### src/rtl/nand_irq_pkg.sv
package nand_irq_pkg;
  // number of pulse-driven event sources per bank
  localparam int SRC_COUNT = 10;

  // status bit positions
  localparam int BIT_XFER_DONE   = 0;
  localparam int BIT_PROG_OK     = 1;
  localparam int BIT_PROG_FAIL   = 2;
  localparam int BIT_ERASE_OK    = 3;
  localparam int BIT_ERASE_FAIL  = 4;
  localparam int BIT_DMA_DONE    = 5;
  localparam int BIT_ECC_FIXED   = 6;
  localparam int BIT_ECC_FATAL   = 7;
  localparam int BIT_BLANK_PAGE  = 8;
  localparam int BIT_ECC_DONE    = 9;
  localparam int BIT_DEV_READY   = SRC_COUNT;

  // register select inside a bank's four-word window
  typedef enum logic [1:0] {
    SEL_STATUS = 2'd0,
    SEL_ENABLE = 2'd1
  } reg_sel_e;
endpackage

### src/rtl/irq_rb_sync.sv
module irq_rb_sync #(
  parameter int NUM_BANKS = 4,
  parameter int STAGES    = 2
) (
  input  logic                 clk,
  input  logic                 rst,
  input  logic [NUM_BANKS-1:0] rb_in,
  output logic [NUM_BANKS-1:0] rb_rise
);
  genvar b;
  generate
    for (b = 0; b < NUM_BANKS; b++) begin : g_bank
      // STAGES synchronizer flops plus one history flop for the edge
      logic [STAGES:0] sh;
      always_ff @(posedge clk) begin
        if (rst) sh <= '0;
        else     sh <= {sh[STAGES-1:0], rb_in[b]};
      end
      assign rb_rise[b] = sh[STAGES-1] & ~sh[STAGES];
    end
  endgenerate
endmodule

### src/rtl/irq_bank_regs.sv
module irq_bank_regs #(
  parameter int SRC_N  = 10,
  parameter int STAT_W = SRC_N + 1
) (
  input  logic              clk,
  input  logic              rst,
  input  logic [SRC_N-1:0]  evt,
  input  logic              rb_rise,
  input  logic              wr_status,
  input  logic              wr_enable,
  input  logic [STAT_W-1:0] wdata,
  output logic [STAT_W-1:0] status,
  output logic [STAT_W-1:0] enable,
  output logic              pending
);
  logic [STAT_W-1:0] set_vec;
  logic [STAT_W-1:0] clr_vec;

  assign set_vec = {rb_rise, evt};
  assign clr_vec = wr_status ? wdata : '0;

  always_ff @(posedge clk) begin
    if (rst) begin
      status <= '0;
      enable <= '0;
    end else begin
      // a new event outranks a same-cycle clear
      status <= (status & ~clr_vec) | set_vec;
      if (wr_enable) enable <= wdata;
    end
  end

  assign pending = |(status & enable);
endmodule

### src/rtl/irq_reg_port.sv
module irq_reg_port
  import nand_irq_pkg::*;
#(
  parameter int NUM_BANKS = 4,
  parameter int STAT_W    = 11,
  parameter int ADDR_W    = 5
) (
  input  logic                        clk,
  input  logic                        rst,
  input  logic                        reg_valid,
  input  logic                        reg_write,
  input  logic [ADDR_W-1:0]           reg_addr,
  input  logic [NUM_BANKS*STAT_W-1:0] status_flat,
  input  logic [NUM_BANKS*STAT_W-1:0] enable_flat,
  input  logic                        glob_en,
  output logic [NUM_BANKS-1:0]        wr_status,
  output logic [NUM_BANKS-1:0]        wr_enable,
  output logic                        wr_global,
  output logic [STAT_W-1:0]           reg_rdata,
  output logic                        reg_rvalid
);
  localparam int BSEL_W = ADDR_W - 2;

  logic [BSEL_W-1:0] bank_idx;
  logic [1:0]        sel;
  logic              is_global;
  logic [STAT_W-1:0] rd_mux;

  assign bank_idx  = reg_addr[ADDR_W-1:2];
  assign sel       = reg_addr[1:0];
  assign is_global = (bank_idx == BSEL_W'(NUM_BANKS)) && (sel == SEL_STATUS);
  assign wr_global = reg_valid && reg_write && is_global;

  genvar b;
  generate
    for (b = 0; b < NUM_BANKS; b++) begin : g_dec
      logic hit;
      assign hit = reg_valid && reg_write && (bank_idx == BSEL_W'(b));
      assign wr_status[b] = hit && (sel == SEL_STATUS);
      assign wr_enable[b] = hit && (sel == SEL_ENABLE);
    end
  endgenerate

  always_comb begin
    rd_mux = '0;
    if (is_global) rd_mux = STAT_W'(glob_en);
    for (int i = 0; i < NUM_BANKS; i++) begin
      if (bank_idx == BSEL_W'(i)) begin
        if (sel == SEL_STATUS)      rd_mux = status_flat[i*STAT_W +: STAT_W];
        else if (sel == SEL_ENABLE) rd_mux = enable_flat[i*STAT_W +: STAT_W];
      end
    end
  end

  always_ff @(posedge clk) begin
    if (rst) begin
      reg_rdata  <= '0;
      reg_rvalid <= 1'b0;
    end else begin
      reg_rvalid <= reg_valid && !reg_write;
      if (reg_valid && !reg_write) reg_rdata <= rd_mux;
    end
  end
endmodule

### src/rtl/nand_irq_ctrl.sv
module nand_irq_ctrl
  import nand_irq_pkg::*;
#(
  parameter  int NUM_BANKS   = 4,
  parameter  int SRC_N       = SRC_COUNT,
  parameter  int SYNC_STAGES = 2,
  localparam int STAT_W      = SRC_N + 1,
  localparam int ADDR_W      = $clog2(NUM_BANKS + 1) + 2
) (
  input  logic                       clk,
  input  logic                       rst,
  input  logic [NUM_BANKS*SRC_N-1:0] evt_pulse,
  input  logic [NUM_BANKS-1:0]       rb_in,
  input  logic                       reg_valid,
  input  logic                       reg_write,
  input  logic [ADDR_W-1:0]          reg_addr,
  input  logic [STAT_W-1:0]          reg_wdata,
  output logic [STAT_W-1:0]          reg_rdata,
  output logic                       reg_rvalid,
  output logic                       irq
);
  logic [NUM_BANKS-1:0]        rb_rise;
  logic [NUM_BANKS-1:0]        wr_status;
  logic [NUM_BANKS-1:0]        wr_enable;
  logic [NUM_BANKS-1:0]        pending;
  logic                        wr_global;
  logic                        glob_en;
  logic [NUM_BANKS*STAT_W-1:0] status_flat;
  logic [NUM_BANKS*STAT_W-1:0] enable_flat;

  irq_rb_sync #(.NUM_BANKS(NUM_BANKS), .STAGES(SYNC_STAGES)) u_sync (
    .clk(clk), .rst(rst), .rb_in(rb_in), .rb_rise(rb_rise)
  );

  genvar b;
  generate
    for (b = 0; b < NUM_BANKS; b++) begin : g_bank
      irq_bank_regs #(.SRC_N(SRC_N), .STAT_W(STAT_W)) u_regs (
        .clk(clk),
        .rst(rst),
        .evt(evt_pulse[b*SRC_N +: SRC_N]),
        .rb_rise(rb_rise[b]),
        .wr_status(wr_status[b]),
        .wr_enable(wr_enable[b]),
        .wdata(reg_wdata),
        .status(status_flat[b*STAT_W +: STAT_W]),
        .enable(enable_flat[b*STAT_W +: STAT_W]),
        .pending(pending[b])
      );
    end
  endgenerate

  irq_reg_port #(.NUM_BANKS(NUM_BANKS), .STAT_W(STAT_W), .ADDR_W(ADDR_W)) u_port (
    .clk(clk),
    .rst(rst),
    .reg_valid(reg_valid),
    .reg_write(reg_write),
    .reg_addr(reg_addr),
    .status_flat(status_flat),
    .enable_flat(enable_flat),
    .glob_en(glob_en),
    .wr_status(wr_status),
    .wr_enable(wr_enable),
    .wr_global(wr_global),
    .reg_rdata(reg_rdata),
    .reg_rvalid(reg_rvalid)
  );

  always_ff @(posedge clk) begin
    if (rst) begin
      glob_en <= 1'b0;
      irq     <= 1'b0;
    end else begin
      if (wr_global) glob_en <= reg_wdata[0];
      irq <= glob_en && (|pending);
    end
  end
endmodule

### config.mk
export PLATFORM = sky130hd
export DESIGN_NAME = nand_irq_ctrl
export DESIGN_NICKNAME = d
export VERILOG_FILES = /design/src/rtl/nand_irq_pkg.sv /design/src/rtl/irq_rb_sync.sv /design/src/rtl/irq_bank_regs.sv /design/src/rtl/irq_reg_port.sv /design/src/rtl/nand_irq_ctrl.sv
export SDC_FILE = /design/constraint.sdc
export NUM_CORES = 1
export LEC_CHECK = 0
export BUFFER_PORTS_ARGS = -buffer_cell sky130_fd_sc_hd__buf_4
export CAP_MARGIN = 20
export CORE_UTILIZATION = 51
export DETAILED_ROUTE_END_ITERATION = 12
export PLACE_DENSITY = 0.76
export SLEW_MARGIN = 20
export SYNTH_ARGS = -nofsm -noshare
export SYNTH_HDL_FRONTEND = slang
export SYNTH_SLANG_ARGS = --single-unit
### constraint.sdc
create_clock -name clk -period 1.3 [get_ports clk]
set_input_delay 0.26 -clock clk [delete_from_list [all_inputs] [get_ports clk]]
set_output_delay 0.26 -clock clk [all_outputs]
set_load 0.005 [all_outputs]
Word-level counts from Yosys, hierarchy flattened. Cells that the tools add are included.

Flip-flop bits (word level): 114. Bits in latches: 0. Memory bits (writable): 0. Bits in read-only memories: 0. Input bits: 64. Output and inout port bits: 13. Logic and storage cells: 83. Memories: 0.

$add $sub $neg: 0. Multipliers: 0. Div/mod/pow operators: 0. $lt $le $gt $ge: 0. Eq/ne operators: 5. Shifts and indexed selects: 0. Multiplexer cells: 17. Bitwise operators: 24. Reductions and logical operators: 21.

Operators by type and width (count): 11-bit 2-to-1 mux (16); 11-bit AND (8); 11-bit NOT (4); 11-bit OR (4); 44-bit OR reduction (1); 1-bit logical AND (17); 3-bit by 2-bit equality test with 1-bit output, second input constant (2); 1-bit AND (4); 1-bit NOT (4); 3-bit by 1-bit equality test with 1-bit output, second input constant (1); 3-bit equality test, second input constant (1); 3-bit zero test (1); 2-bit by 1-bit equality test with 1-bit output, second input constant (1); 2-bit zero test (1); 1-bit zero test (1); 1-bit 2-to-1 mux (1).

Longest topological paths before layout.
Depth after elaboration: 15. Depth in mapped cells: 7. Mapped depth without buffers: 4.

By module. Synthesis repeated with hierarchy kept, for this count alone.

Cell total of the unflattened synthesis: 532. Area total of the unflattened synthesis: 5043.6 µm².

Modules (own cells, without submodules): irq_bank_regs (instances 4, cells each 87, area an instance 817.0 µm², seq. area each 440.4 µm²); irq_reg_port (instances 1, cells each 149, area an instance 1316.3 µm², seq. area each 240.2 µm²); irq_rb_sync (instances 1, cells each 29, area an instance 391.6 µm², seq. area each 240.2 µm²); nand_irq_ctrl (instances 1, cells each 6, area an instance 67.6 µm², seq. area each 40.0 µm²).

Worst setup path after synthesis. Ideal clock, no wire load.

Path kind: input to register. Start: input reg_addr[2]. End: register u_port.reg_rdata[4]. Library setup time: 0.120 ns. Arrival: 1.316 ns. Data required time: 1.180 ns. Setup slack: -0.136 ns. Stages: 5. Buffers on the path: 2. Path through: buf_6 > buf_2 > mux4_2 > mux2i_1 > o21ai_1.

Cells in the longest elaborated chain, start to end: 11. Elaborated cells on any way between the ends: 14. Those cells by class: 3 x eq/ne; 10 x mux; 1 x reduce/logical.

Ends and longest elaborated chain: from (decl) (line nand_irq_ctrl.sv:16) `input logic [ADDR_W-1:0] reg_addr,`; 3-bit zero test (line irq_reg_port.sv:48) `if (bank_idx == BSEL_W'(i)) begin`; 11-bit 2-to-1 mux (line irq_reg_port.sv:48); 11-bit 2-to-1 mux (line irq_reg_port.sv:50) `else if (sel == SEL_ENABLE) rd_mux = enable_flat[i*STAT_W +: STAT_W];`; 11-bit 2-to-1 mux (line irq_reg_port.sv:49) `if (sel == SEL_STATUS) rd_mux = status_flat[i*STAT_W +: STAT_W];`; 11-bit 2-to-1 mux (line irq_reg_port.sv:48); 11-bit 2-to-1 mux (line irq_reg_port.sv:50); 11-bit 2-to-1 mux (line irq_reg_port.sv:49); 11-bit 2-to-1 mux (line irq_reg_port.sv:48); 11-bit 2-to-1 mux (line irq_reg_port.sv:50); 11-bit 2-to-1 mux (line irq_reg_port.sv:49); 11-bit 2-to-1 mux * (line irq_reg_port.sv:48); to (signal assigned) (line irq_reg_port.sv:61) `if (reg_valid && !reg_write) reg_rdata <= rd_mux;`; to (decl) (line irq_reg_port.sv:19) `output logic [STAT_W-1:0] reg_rdata,`.

Mark *: on every way between the ends. The rest lies on a longest branch, timed or not. A chain may end at the register's enable or synchronous reset.

Worst setup path after layout.
Start: register g_bank[1].u_regs.status[9]. End: register irq.

Cells in the longest elaborated chain, start to end: 3.

Ends and longest elaborated chain: from (decl) (line irq_bank_regs.sv:12) `output logic [STAT_W-1:0] status,`; from (signal assigned) (line irq_bank_regs.sv:28) `status <= (status & ~clr_vec) | set_vec;`; 11-bit AND (line irq_bank_regs.sv:33) `assign pending = |(status & enable);`; 44-bit OR reduction (line nand_irq_ctrl.sv:75) `irq <= glob_en && (|pending);`; 1-bit logical AND (line nand_irq_ctrl.sv:75); to (signal assigned) (line nand_irq_ctrl.sv:75); to (decl) (line nand_irq_ctrl.sv:20) `output logic irq`.

No other way between the ends.

==> metrics.yaml <==
global_route:
  grt_pass1_wl_mm: 28.2
  grt_pass1_vias: 5422
  grt_max_degree: 75
  grt_overflow_total: 0
  track_usage_pct: 37.4
  antenna_found_initial: 0
timing:
  setup_slack_ns: -0.182
  finalHoldViolCount: 0
  fin_crit_sh_pct: 114
  slew_violations: 0
  hold_slack_ns: 0.0308
  tns_ns: -0.294
  slew_headroom_pct: 52.4
  fin_worst_skew_ns: 0.00527
  finalSetupViolCount: 5
  fin_crit_ns: 1.48
  worst_slew_pin_slew_ns: 0.708
  fmax_ghz: 0.675
  rsz0062_at_grt: "yes"
placed_design:
  dp.cells: 812
  place_ws_ns: -0.273
  place.gp.congestion: 0.916
  hpwl_mm: 11.3
  port_buffers: 76
finish:
  syn_to_final_growth_pct: 49.0
  fillers: 540
  layout-drive-gt1-share_pct: 34.7
  diodes: 0
  multi_input_area_sq_mm: 0.00254
  fin_nets: 811
  final_core_util_pct: 79.3
  fin_cells: 888
  seq_area_sq_mm: 0.00232
worst_setup_path:
  critPathTopFamily: "simple AND/OR/NAND/NOR gates"
  crit_slowest_cell: "dfxtp_2"
  cp_cell_sequence: "a22oi_1 > nand4_1 > nor4_2 > buf_4 > a311oi_1"
  critPathLaunchType: "register"
  critical_path_arrival_ns: 1.88
  max_stage_delay_ns: 0.34
  end_kind: "register"
  cp.buffers_inverters: 1
  worstSetupPathType: "register to register"
  cp.required_ns: 1.70
  cp_max_fo: 3
floorplanning:
  start_util_pct: 53.2
  io_pins: 77
  die-area_sq_mm: 0.0102
  core_sq_mm: 0.00937
  die_w_um: 101
  std_cell_rows: 35
  dieHeight_um: 101
logic_synthesis:
  async_reset_ff_share_pct: 0
  yosysMostFrequentCell: "dfxtp_1"
  syn-num-nets: 626
  synth.avg_cell_area_sq_um: 8.87
  synthTopCellsByCount: "114 x dfxtp_1, 78 x nand3_1, 77 x a21oi_1, 66 x nor2_1, 44 x nand2_1"
  synth_top_flop_cell: "dfxtp_1"
  yosysTopAreaCellShare_pct: 45.8
  syn-instance-count: 562
  ys_seq_area_share_pct: 45.8
  yosysWarnings: 0
  synth_area_leaders: "dfxtp_1 46%, nand3_1 7.8%, a21oi_1 7.7%"
  yosysTopAreaCell: "dfxtp_1"
  yosys.cell_types.count: 35
  ys_ff_latch: 114
  synth-edff-count: 0
  syn_area_sq_mm: 0.00499
pwr:
  p_leak_nw: 2.96
  powerDensity_mw_per_mm2: 1220
  p_int_mw: 6.71
  p_switching_mw: 2.34
  seq_power_share_pct: 41.2
  ir_drop_v: 0.000772
  switching_share_pct: 25.9
  pwr-share-clk_pct: 46.7
  p_comb_share_pct: 12.0
hold_path:
  min_path_type: "input pin to register"
clock_network:
  htreeDepth: 4
  cts_max_path_buffers: 2
  clk-insertion-delay-late_ns: 0.53
  clock-root-buffer: "clkbuf_8"
  numCtsBuffers: 17
  cts_tree: "built"
  clk_pin_slew_ns: 0.06
  cts.sinks: 114
drt:
  drc_errors: 0
  first_pass_iters: 7
  drtIter0Drc: 671
  via_per_inst: 6.21
  wire_per_inst_um: 21.1
  dr_total_vias: 5516
  ant_nets: 0
  totalWireLength_mm: 18.7
status:
  violations: "setup timing"
  outcome: "finished, violations left"
run:
  maxCapViolations: 0
==> repair_timing <==
action,4_1_cts,5_1_grt
resized for setup,13,40
pin swaps,9,8
endpoints found under the setup margin,4,15
endpoints found under the hold margin,44,0
buffers inserted,0,2
hold buffers,44,0
==> cell type report <==
| class | count | share of cell area (%) |
|---|---|---|
| clock buffer | 18 | 5.62 |
| clock inverter | 13 | 1.55 |
| inverter | 1 | 0.0505 |
| multi-input combinational | 395 | 34.1 |
| sequential | 114 | 31.2 |
| tap | 129 | 2.17 |
| timing repair buffer | 218 | 25.3 |
==> power by group through the flow <==
stage	registers (mW)	logic (mW)	clock network [mW]
2_1_floorplan	3.76	0.442	0
3_3_place_gp	3.78	0.886	0
3_5_place_dp	3.79	0.907	0
4_1_cts	3.72	1.03	4.20
5_1_grt	3.74	1.14	4.35
6_report	3.73	1.09	4.23
==> cell usage in the layout (no fill, tap or decap), types with 2 or more instances in the layout <==
cell type	instances
dfxtp_2	26
nand4_1	5
buf_6	15
nor3b_2	2
a221oi_2	4
nor2_1	66
nand2b_1	4
o22ai_1	4
nand3_1	78
dlygate4sd3_1	44
a22oi_1	18
a311oi_1	2
buf_12	6
mux2i_1	29
nor2b_1	18
a21oi_1	77
clkbuf_16	16
nand2_1	44
clkinv_2	3
buf_4	153
nor3_1	6
a22oi_2	2
o21ai_1	6
mux4_2	16
dfxtp_1	87
clkinvlp_4	7
==> kinds of logic after synthesis <==
family | synth area share (%)
AOI/OAI and AO/OA | 13.5
DFF | 45.8
and+or+nand+nor | 22.4
buffers and inverters | 5.09
muxes | 13.2
==> flip-flops by register name (all words and copies together), names as in the netlist <==
name and flops:
u_sync.g_bank.sh 12, u_port.reg_rvalid 1, irq 1, g_bank.u_regs.enable 44, glob_en 1, g_bank.u_regs.status 44
u_port.reg_rdata 11
==> layer usage <==
layer  part of all wire (%)  track usage, %
met5                      0               0
met4                    4.9            22.3
met3                     12            10.5
met2                     46            58.6
met1                     37            46.0
==> worst register-to-register path: cells and delay by family, from the launching register on <==
kind,cells,cell delay (ns)
simple gates,2,0.51
buf+inv,1,0.16
compound gates,2,0.35
flops,1,0.34
==> per-stage QoR <==
step           power, mW  cell area, sq um
6_report            9.05              7430
5_1_grt             9.23              7430
4_1_cts             8.95              7320
3_5_place_dp        4.70              6300
3_3_place_gp        4.67              6300
2_1_floorplan       4.20              5040
==> worst paths after layout <==
| kind | startpoint | to | slack (ns) | depth (start not counted) |
|---|---|---|---|---|
| worst min-delay path | rst | g_bank[0].u_regs.enable[0]$_SDFFE_PP0P_ | 0.03 | 2 |
| worst max register to register | g_bank[1].u_regs.status[9]$_SDFF_PP0_ | irq$_SDFF_PP0_ | -0.18 | 5 |
| worst min register to register | u_sync.g_bank[0].sh[0]$_SDFF_PP0_ | u_sync.g_bank[0].sh[1]$_SDFF_PP0_ | 0.44 | 1 |
| worst max-delay path | g_bank[1].u_regs.status[9]$_SDFF_PP0_ | irq$_SDFF_PP0_ | -0.18 | 5 |
Note: power is estimated with default switching activity, not from simulation.
